--- config.mk ---
export PLATFORM = sky130hd
export DESIGN_NAME = edo_dram_ctrl
export DESIGN_NICKNAME = d
export VERILOG_FILES = /design/src/rtl/edo_pkg.sv /design/src/rtl/edo_addr_map.sv /design/src/rtl/edo_refresh_timer.sv /design/src/rtl/edo_seq.sv /design/src/rtl/edo_dram_ctrl.sv
export SDC_FILE = /design/constraint.sdc
export NUM_CORES = 1
export LEC_CHECK = 0
export BUFFER_PORTS_ARGS = -buffer_cell sky130_fd_sc_hd__clkbuf_2
export CORE_MARGIN = 10
export CORE_UTILIZATION = 50
export DETAILED_ROUTE_END_ITERATION = 8
export PLACE_DENSITY_LB_ADDON = 0.1
export SLEW_MARGIN = 10
export SYNTH_ARGS = -nofsm -noshare
export SYNTH_HDL_FRONTEND = slang
export SYNTH_SLANG_ARGS = --single-unit
--- constraint.sdc ---
create_clock -name clk -period 5.82 [get_ports clk]
set_input_delay 0.291 -clock clk [delete_from_list [all_inputs] [get_ports clk]]
set_output_delay 0.291 -clock clk [all_outputs]
set_load 0.01 [all_outputs]
--- src/rtl/edo_pkg.sv ---
`timescale 1ns/1ps
package edo_pkg;

    parameter int ROW_W  = 13;
    parameter int COL_W  = 9;
    parameter int DQ_W   = 16;
    parameter int LANES  = 2;
    localparam int ADDR_W = ROW_W + COL_W;

    typedef enum logic [2:0] {
        ST_IDLE,
        ST_ACT,
        ST_CAS,
        ST_OPEN,
        ST_PRE,
        ST_RCAS,
        ST_RRAS
    } seq_st_e;

    typedef struct packed {
        logic             we;
        logic [LANES-1:0] be;
        logic [ROW_W-1:0] row;
        logic [COL_W-1:0] col;
        logic [DQ_W-1:0]  wdata;
    } op_t;

    typedef struct packed {
        logic ras_n;
        logic ucas_n;
        logic lcas_n;
        logic we_n;
        logic oe_n;
        logic dq_oe;
    } strobe_t;

    localparam strobe_t STROBE_IDLE = '{ras_n: 1'b1, ucas_n: 1'b1, lcas_n: 1'b1,
                                        we_n: 1'b1, oe_n: 1'b1, dq_oe: 1'b0};

    function automatic strobe_t strobe_for(seq_st_e st, op_t op);
        strobe_t s;
        s = STROBE_IDLE;
        case (st)
            ST_ACT, ST_OPEN: s.ras_n = 1'b0;
            ST_CAS: begin
                s.ras_n = 1'b0;
                if (op.we) begin
                    s.lcas_n = ~op.be[0];
                    s.ucas_n = ~op.be[1];
                    s.we_n   = 1'b0;
                    s.dq_oe  = 1'b1;
                end else begin
                    s.lcas_n = 1'b0;
                    s.ucas_n = 1'b0;
                    s.oe_n   = 1'b0;
                end
            end
            ST_RCAS: begin
                s.lcas_n = 1'b0;
                s.ucas_n = 1'b0;
            end
            ST_RRAS: begin
                s.ras_n  = 1'b0;
                s.lcas_n = 1'b0;
                s.ucas_n = 1'b0;
            end
            default: s = STROBE_IDLE;
        endcase
        return s;
    endfunction

    function automatic logic [ROW_W-1:0] addr_for(seq_st_e st, op_t op);
        if (st == ST_CAS)
            return {{(ROW_W-COL_W){1'b0}}, op.col};
        return op.row;
    endfunction

endpackage

--- src/rtl/edo_addr_map.sv ---
`timescale 1ns/1ps
module edo_addr_map
    import edo_pkg::*;
(
    input  logic [ADDR_W-1:0] addr,
    input  logic [ROW_W-1:0]  open_row,
    input  logic              open_vld,
    output logic [ROW_W-1:0]  row,
    output logic [COL_W-1:0]  col,
    output logic              row_hit
);
    assign row     = addr[ADDR_W-1:COL_W];
    assign col     = addr[COL_W-1:0];
    assign row_hit = open_vld && (row == open_row);
endmodule

--- src/rtl/edo_refresh_timer.sv ---
`timescale 1ns/1ps
module edo_refresh_timer #(
    parameter int REF_INTERVAL = 1950
) (
    input  logic clk,
    input  logic rst,
    input  logic done,
    output logic pend
);
    localparam int TW = (REF_INTERVAL > 1) ? $clog2(REF_INTERVAL) : 1;
    localparam logic [TW-1:0] RELOAD = TW'(REF_INTERVAL - 1);

    logic [TW-1:0] cnt_q;
    logic          fire;

    assign fire = (cnt_q == '0);

    always_ff @(posedge clk) begin
        if (rst) begin
            cnt_q <= RELOAD;
            pend  <= 1'b0;
        end else begin
            cnt_q <= fire ? RELOAD : cnt_q - 1'b1;
            pend  <= fire | (pend & ~done);
        end
    end
endmodule

--- src/rtl/edo_seq.sv ---
`timescale 1ns/1ps
module edo_seq
    import edo_pkg::*;
#(
    parameter int T_RCD     = 3,
    parameter int T_CAS     = 4,
    parameter int T_CP      = 2,
    parameter int T_RP      = 4,
    parameter int T_CSR     = 1,
    parameter int T_REF_RAS = 7
) (
    input  logic             clk,
    input  logic             rst,
    input  logic             req_valid,
    input  logic             req_we,
    input  logic [LANES-1:0] req_be,
    input  logic [DQ_W-1:0]  req_wdata,
    input  logic [ROW_W-1:0] req_row,
    input  logic [COL_W-1:0] req_col,
    input  logic             row_hit,
    input  logic             ref_pend,
    input  logic [DQ_W-1:0]  dq_in,
    output logic             req_ready,
    output seq_st_e          st_d,
    output op_t              op_d,
    output logic [ROW_W-1:0] open_row,
    output logic             open_vld,
    output logic             ref_done,
    output logic [DQ_W-1:0]  rdata,
    output logic             rdata_valid
);
    localparam int M1 = (T_RCD > T_CAS) ? T_RCD : T_CAS;
    localparam int M2 = (T_CP > T_RP) ? T_CP : T_RP;
    localparam int M3 = (T_CSR > T_REF_RAS) ? T_CSR : T_REF_RAS;
    localparam int M4 = (M1 > M2) ? M1 : M2;
    localparam int MAX_T = (M4 > M3) ? M4 : M3;
    localparam int CW = $clog2(MAX_T + 1);

    seq_st_e       st_q;
    op_t           op_q, req_op;
    logic [CW-1:0] cnt_q, cnt_d;
    logic          cnt_done, capture;

    assign cnt_done = (cnt_q == '0);
    assign open_row = op_q.row;
    assign open_vld = (st_q == ST_OPEN);

    always_comb begin
        req_op.we    = req_we;
        req_op.be    = req_be;
        req_op.row   = req_row;
        req_op.col   = req_col;
        req_op.wdata = req_wdata;
    end

    always_comb begin
        st_d      = st_q;
        op_d      = op_q;
        cnt_d     = cnt_done ? cnt_q : cnt_q - 1'b1;
        req_ready = 1'b0;
        ref_done  = 1'b0;
        capture   = 1'b0;
        case (st_q)
            ST_IDLE: begin
                if (ref_pend) begin
                    st_d  = ST_RCAS;
                    cnt_d = CW'(T_CSR - 1);
                end else if (req_valid) begin
                    req_ready = 1'b1;
                    op_d      = req_op;
                    st_d      = ST_ACT;
                    cnt_d     = CW'(T_RCD - 1);
                end
            end
            ST_ACT: if (cnt_done) begin
                st_d  = ST_CAS;
                cnt_d = CW'(T_CAS - 1);
            end
            ST_CAS: if (cnt_done) begin
                capture = ~op_q.we;
                st_d    = ST_OPEN;
                cnt_d   = CW'(T_CP - 1);
            end
            ST_OPEN: if (cnt_done) begin
                if (ref_pend) begin
                    st_d  = ST_PRE;
                    cnt_d = CW'(T_RP - 1);
                end else if (req_valid && row_hit) begin
                    req_ready = 1'b1;
                    op_d      = req_op;
                    st_d      = ST_CAS;
                    cnt_d     = CW'(T_CAS - 1);
                end else if (req_valid) begin
                    st_d  = ST_PRE;
                    cnt_d = CW'(T_RP - 1);
                end
            end
            ST_PRE: if (cnt_done) st_d = ST_IDLE;
            ST_RCAS: if (cnt_done) begin
                st_d  = ST_RRAS;
                cnt_d = CW'(T_REF_RAS - 1);
            end
            ST_RRAS: if (cnt_done) begin
                ref_done = 1'b1;
                st_d     = ST_PRE;
                cnt_d    = CW'(T_RP - 1);
            end
            default: st_d = ST_IDLE;
        endcase
    end

    always_ff @(posedge clk) begin
        if (rst) begin
            st_q        <= ST_IDLE;
            op_q        <= '0;
            cnt_q       <= '0;
            rdata       <= '0;
            rdata_valid <= 1'b0;
        end else begin
            st_q        <= st_d;
            op_q        <= op_d;
            cnt_q       <= cnt_d;
            rdata_valid <= capture;
            if (capture) rdata <= dq_in;
        end
    end
endmodule

--- src/rtl/edo_dram_ctrl.sv ---
`timescale 1ns/1ps
module edo_dram_ctrl
    import edo_pkg::*;
#(
    parameter int T_RCD        = 3,
    parameter int T_CAS        = 4,
    parameter int T_CP         = 2,
    parameter int T_RP         = 4,
    parameter int T_CSR        = 1,
    parameter int T_REF_RAS    = 7,
    parameter int REF_INTERVAL = 1950
) (
    input  logic              clk,
    input  logic              rst,
    input  logic              req_valid,
    output logic              req_ready,
    input  logic              req_we,
    input  logic [ADDR_W-1:0] req_addr,
    input  logic [LANES-1:0]  req_be,
    input  logic [DQ_W-1:0]   req_wdata,
    output logic [DQ_W-1:0]   rdata,
    output logic              rdata_valid,
    output logic [ROW_W-1:0]  dram_addr,
    output logic              dram_ras_n,
    output logic              dram_ucas_n,
    output logic              dram_lcas_n,
    output logic              dram_we_n,
    output logic              dram_oe_n,
    output logic [DQ_W-1:0]   dram_dq_out,
    output logic              dram_dq_oe,
    input  logic [DQ_W-1:0]   dram_dq_in
);
    logic [ROW_W-1:0] req_row, open_row;
    logic [COL_W-1:0] req_col;
    logic             row_hit, open_vld, ref_pend, ref_done;
    seq_st_e          st_d;
    op_t              op_d;
    strobe_t          pins_q;

    edo_addr_map u_map (
        .addr     (req_addr),
        .open_row (open_row),
        .open_vld (open_vld),
        .row      (req_row),
        .col      (req_col),
        .row_hit  (row_hit)
    );

    edo_refresh_timer #(.REF_INTERVAL(REF_INTERVAL)) u_refresh (
        .clk  (clk),
        .rst  (rst),
        .done (ref_done),
        .pend (ref_pend)
    );

    edo_seq #(
        .T_RCD(T_RCD), .T_CAS(T_CAS), .T_CP(T_CP),
        .T_RP(T_RP), .T_CSR(T_CSR), .T_REF_RAS(T_REF_RAS)
    ) u_seq (
        .clk         (clk),
        .rst         (rst),
        .req_valid   (req_valid),
        .req_we      (req_we),
        .req_be      (req_be),
        .req_wdata   (req_wdata),
        .req_row     (req_row),
        .req_col     (req_col),
        .row_hit     (row_hit),
        .ref_pend    (ref_pend),
        .dq_in       (dram_dq_in),
        .req_ready   (req_ready),
        .st_d        (st_d),
        .op_d        (op_d),
        .open_row    (open_row),
        .open_vld    (open_vld),
        .ref_done    (ref_done),
        .rdata       (rdata),
        .rdata_valid (rdata_valid)
    );

    // Pin register: decoded from the next state so pins line up with the state register.
    always_ff @(posedge clk) begin
        if (rst) begin
            pins_q      <= STROBE_IDLE;
            dram_addr   <= '0;
            dram_dq_out <= '0;
        end else begin
            pins_q      <= strobe_for(st_d, op_d);
            dram_addr   <= addr_for(st_d, op_d);
            dram_dq_out <= op_d.wdata;
        end
    end

    assign dram_ras_n  = pins_q.ras_n;
    assign dram_ucas_n = pins_q.ucas_n;
    assign dram_lcas_n = pins_q.lcas_n;
    assign dram_we_n   = pins_q.we_n;
    assign dram_oe_n   = pins_q.oe_n;
    assign dram_dq_oe  = pins_q.dq_oe;
endmodule

==> impl_metrics.env <==
export IMPL_r2r_end="dram_addr[8]"
export IMPL_cts_tree="done"
export IMPL_vias=3298
export IMPL_drtAntennaViolNets=0
export IMPL_clock_sinks=95
export IMPL_drive_gt1_frac=0.295
export IMPL_setup_slack_ns=2.54
export IMPL_final_cell_area_sq_um=5000
export IMPL_crit_type="flop to output port"
export IMPL_path_clk_slew_ns=0.10
export IMPL_max_stage_delay_ns=0.73
export IMPL_design_portCount=113
export IMPL_end_kind="output port"
export IMPL_synthTopCellsByArea="dfxtp_1, mux2i_1, nand2b_1"
export IMPL_dieHeight_um=114
export IMPL_dp_slack_ns=2.84
export IMPL_rows=34
export IMPL_cts_setup_buffers=0
export IMPL_fmax_ghz=0.305
export IMPL_final_nets=613
export IMPL_drt_first_pass_iters=4
export IMPL_synth_warnings=0
export IMPL_r2r_slack_ns=2.86
export IMPL_worstPathRequired_ns=5.53
export IMPL_crit_chain="nand3b_4 > nor2_1 > and4_4 > a21oi_4 > buf_4 > inv_1 > clkbuf_2"
export IMPL_cts_root_buffer="clkbuf_8"
export IMPL_dpl_hpwl_um=6740
export IMPL_grt_pass1_wl_um=15500
export IMPL_worst_r2r_path_depth=7
export IMPL_synth_top_cell_area_share=0.434
export IMPL_syn_num_nets=529
export IMPL_setup_viol=0
export IMPL_start_util=0.507
export IMPL_grt_max_degree=93
export IMPL_grt_pass1_vias=3327
export IMPL_seq_power_share=0.431
export IMPL_wl_um=9380
export IMPL_post_route_drc_count=0
export IMPL_ir_worst_vdd_v=0.000203
export IMPL_p_sw_frac=0.353
export IMPL_worstHoldEndpoint="u_seq.rdata[6]"
export IMPL_p_per_area_nw_per_um2=389
export IMPL_min_path_cells=3
export IMPL_post_route_util=0.579
export IMPL_yosys_register_bits=95
export IMPL_netlist_instances=464
export IMPL_area_delta_synth_final_pct=14.1
export IMPL_slew_headroom=0.440
export IMPL_synthArstFlopShare=0
export IMPL_htree_num_levels=3
export IMPL_total_leakage_power_nw=2.28
export IMPL_synth_area_sq_um=4380
export IMPL_fin_crit_sh=0.564
export IMPL_hold_violations=0
export IMPL_die_area_sq_um=12900
export IMPL_layout_min_cycle_time_ns=3.28
export IMPL_internal_power_mw=1.26
export IMPL_worst_ep_arrival_time_ns=2.99
export IMPL_worstSetupStartpointType="flop"
export IMPL_dr_first_iter_drc_count=147
export IMPL_holdBufCountCts=0
export IMPL_synthFlopType="dfxtp_1"
export IMPL_clockBufferDepth=2
export IMPL_path_delay_family="buffers and inverters"
export IMPL_antenna_found_initial=0
export IMPL_clkLatencyLatePin_ns=0.35
export IMPL_drv_slew=0
export IMPL_cap_violations=0
export IMPL_drt_wirelength_per_cell_um=14.2
export IMPL_worst_pin_slew_ns=0.840
export IMPL_p_clk_frac=0.223
export IMPL_grt_use_total=0.144
export IMPL_final_setup_skew_ns=0.00839
export IMPL_slowest_stage="dfxtp_1"
export IMPL_antenna_cells=0
export IMPL_tns_ns=0
export IMPL_switchingPower_mw=0.687
export IMPL_die_w_um=114
export IMPL_power_frac_comb=0.346
export IMPL_synth_edf_count=0
export IMPL_outcome="finished, final reports clean"
export IMPL_overflow=0
export IMPL_crit_fanout=30
export IMPL_seq_area_frac_synth=0.434
export IMPL_rsz0062_at_grt="no"
export IMPL_coreArea_sq_um=8640
export IMPL_placed_area_sq_um=4800
export IMPL_viasPerCell=4.99
export IMPL_min_from="dram_dq_in[6]"
export IMPL_hp_class="primary input to flop"
export IMPL_port_buffers=112
export IMPL_cts_buffers=9
export IMPL_gp_congestion=0.781
export IMPL_critPathBufInv=3
export IMPL_post_cts_resized=0
export IMPL_reg2reg_from="u_seq.st_q[2]"
export IMPL_synth_area_leader_cell="dfxtp_1"
export IMPL_critPathLaunch="u_seq.st_q[2]"
export IMPL_synth_area_per_cell_sq_um=9.44
export IMPL_ys_types=55
[stage by stage]
step	cells	hold WS, ns	power [mW]
2_1_floorplan	464	0.397	1.42
4_1_cts	661	0.131	1.97
6_report	661	0.147	1.94
3_5_place_dp	645	0.425	1.54
3_3_place_gp	645	0.420	1.52
5_1_grt	661	0.134	2.09
[cell usage after synthesis, types with 2 or more instances]
library cell	count
mux2i_1	33
or3_1	2
buf_4	19
nor4_2	2
or2b_1	2
o31ai_1	4
nor2b_1	3
nand3b_1	7
a31oi_1	2
buf_2	3
buf_12	3
o21bai_1	2
mux2i_2	7
a21oi_2	2
xnor2_1	4
dfxtp_1	95
nand2_1	54
inv_1	10
nor3_2	2
ha_1	5
nand3b_4	2
buf_6	3
a211oi_1	2
xor2_1	17
mux2_4	7
nand2b_1	35
mux2_2	3
o21ai_1	2
nor2_1	50
and2_1	3
nor3_1	7
nor4_1	5
clkbuf_1	14
nor3b_1	3
o21ai_0	5
a21oi_1	26
[power groups by stage]
stage | logic (mW) | clock network (mW) | registers [mW]
after global routing | 0.759 | 0.479 | 0.854
after detailed placement | 0.683 | 0 | 0.854
after CTS | 0.684 | 0.450 | 0.840
final | 0.672 | 0.433 | 0.838
after global placement | 0.672 | 0 | 0.851
after floorplan | 0.585 | 0 | 0.837
[cells by family (layout without fill, tap and decap cells)]
family | after synthesis | count (layout) | share of synthesized area
DFF | 95 | 95 | 0.434
muxes | 50 | 50 | 0.129
buffers and inverters | 53 | 142 | 0.0788
adders and majority gates | 5 | 5 | 0.0143
AOI/OAI and AO/OA | 54 | 54 | 0.0791
xor gates and xnor gates | 21 | 21 | 0.0420
and+or+nand+nor | 186 | 186 | 0.223
[cells in the final DEF, fill, tap and decap left out, types with 4 or more instances in the layout]
cell type	n
a21oi_1	26
clkbuf_2	112
clkbuf_8	9
dfxtp_1	95
ha_1	5
inv_1	10
mux2_4	7
mux2i_1	33
mux2i_2	7
nand2_1	54
nand2b_1	35
nand3b_1	7
nor2_1	50
nor3_1	7
nor4_1	5
o21ai_0	5
o31ai_1	4
xnor2_1	4
xor2_1	17
[layer usage]
metal  part of all wire  vias to the layer above  track usage
li1                   -                     1698            -
met5                  0                        -            0
met2               0.49                       72        0.235
met4              0.025                        0       0.0685
met3              0.055                       18       0.0467
met1               0.43                     1510        0.166
[worst reg2reg max path, delay by kind of cell (launching register included)]
family                 cells  cell delay (ns)
AO/OA/AOI/OAI              1             0.59
buffers and inverters      1             0.56
flip-flops                 1             0.73
multiplexers               2             0.45
AND/OR/NAND/NOR            3             0.53
[registers in the layout (all words and copies together) (netlist names)]
register / flops
dram_addr: 13
dram_dq_oe: 1
dram_lcas_n: 1
dram_oe_n: 1
dram_ras_n: 1
dram_ucas_n: 1
dram_we_n: 1
u_refresh.cnt_q: 11
u_refresh.pend: 1
u_seq.cnt_q: 3
u_seq.op_q: 28
u_seq.open_row: 13
u_seq.rdata: 16
u_seq.rdata_valid: 1
u_seq.st_q: 3
[cell type report]
class,count,area [sq um]
Fill cell,812,3640
Multi-Input combinational cell,316,2140
Sequential cell,95,1900
Timing Repair Buffer,115,583
Tap cell,108,135
Clock buffer,10,128
Clock inverter,6,67.6
Inverter,11,41.3
[worst max-delay path by stage]
stage	to	slack [ns]	cells past startpoint
2_1_floorplan	dram_addr[2]	3.58	11
3_3_place_gp	dram_addr[1]	2.87	8
3_5_place_dp	dram_addr[0]	2.84	8
4_1_cts	req_ready	2.50	7
5_1_grt	req_ready	2.34	7
6_report	req_ready	2.54	7
(Power assumes the default switching activity.)
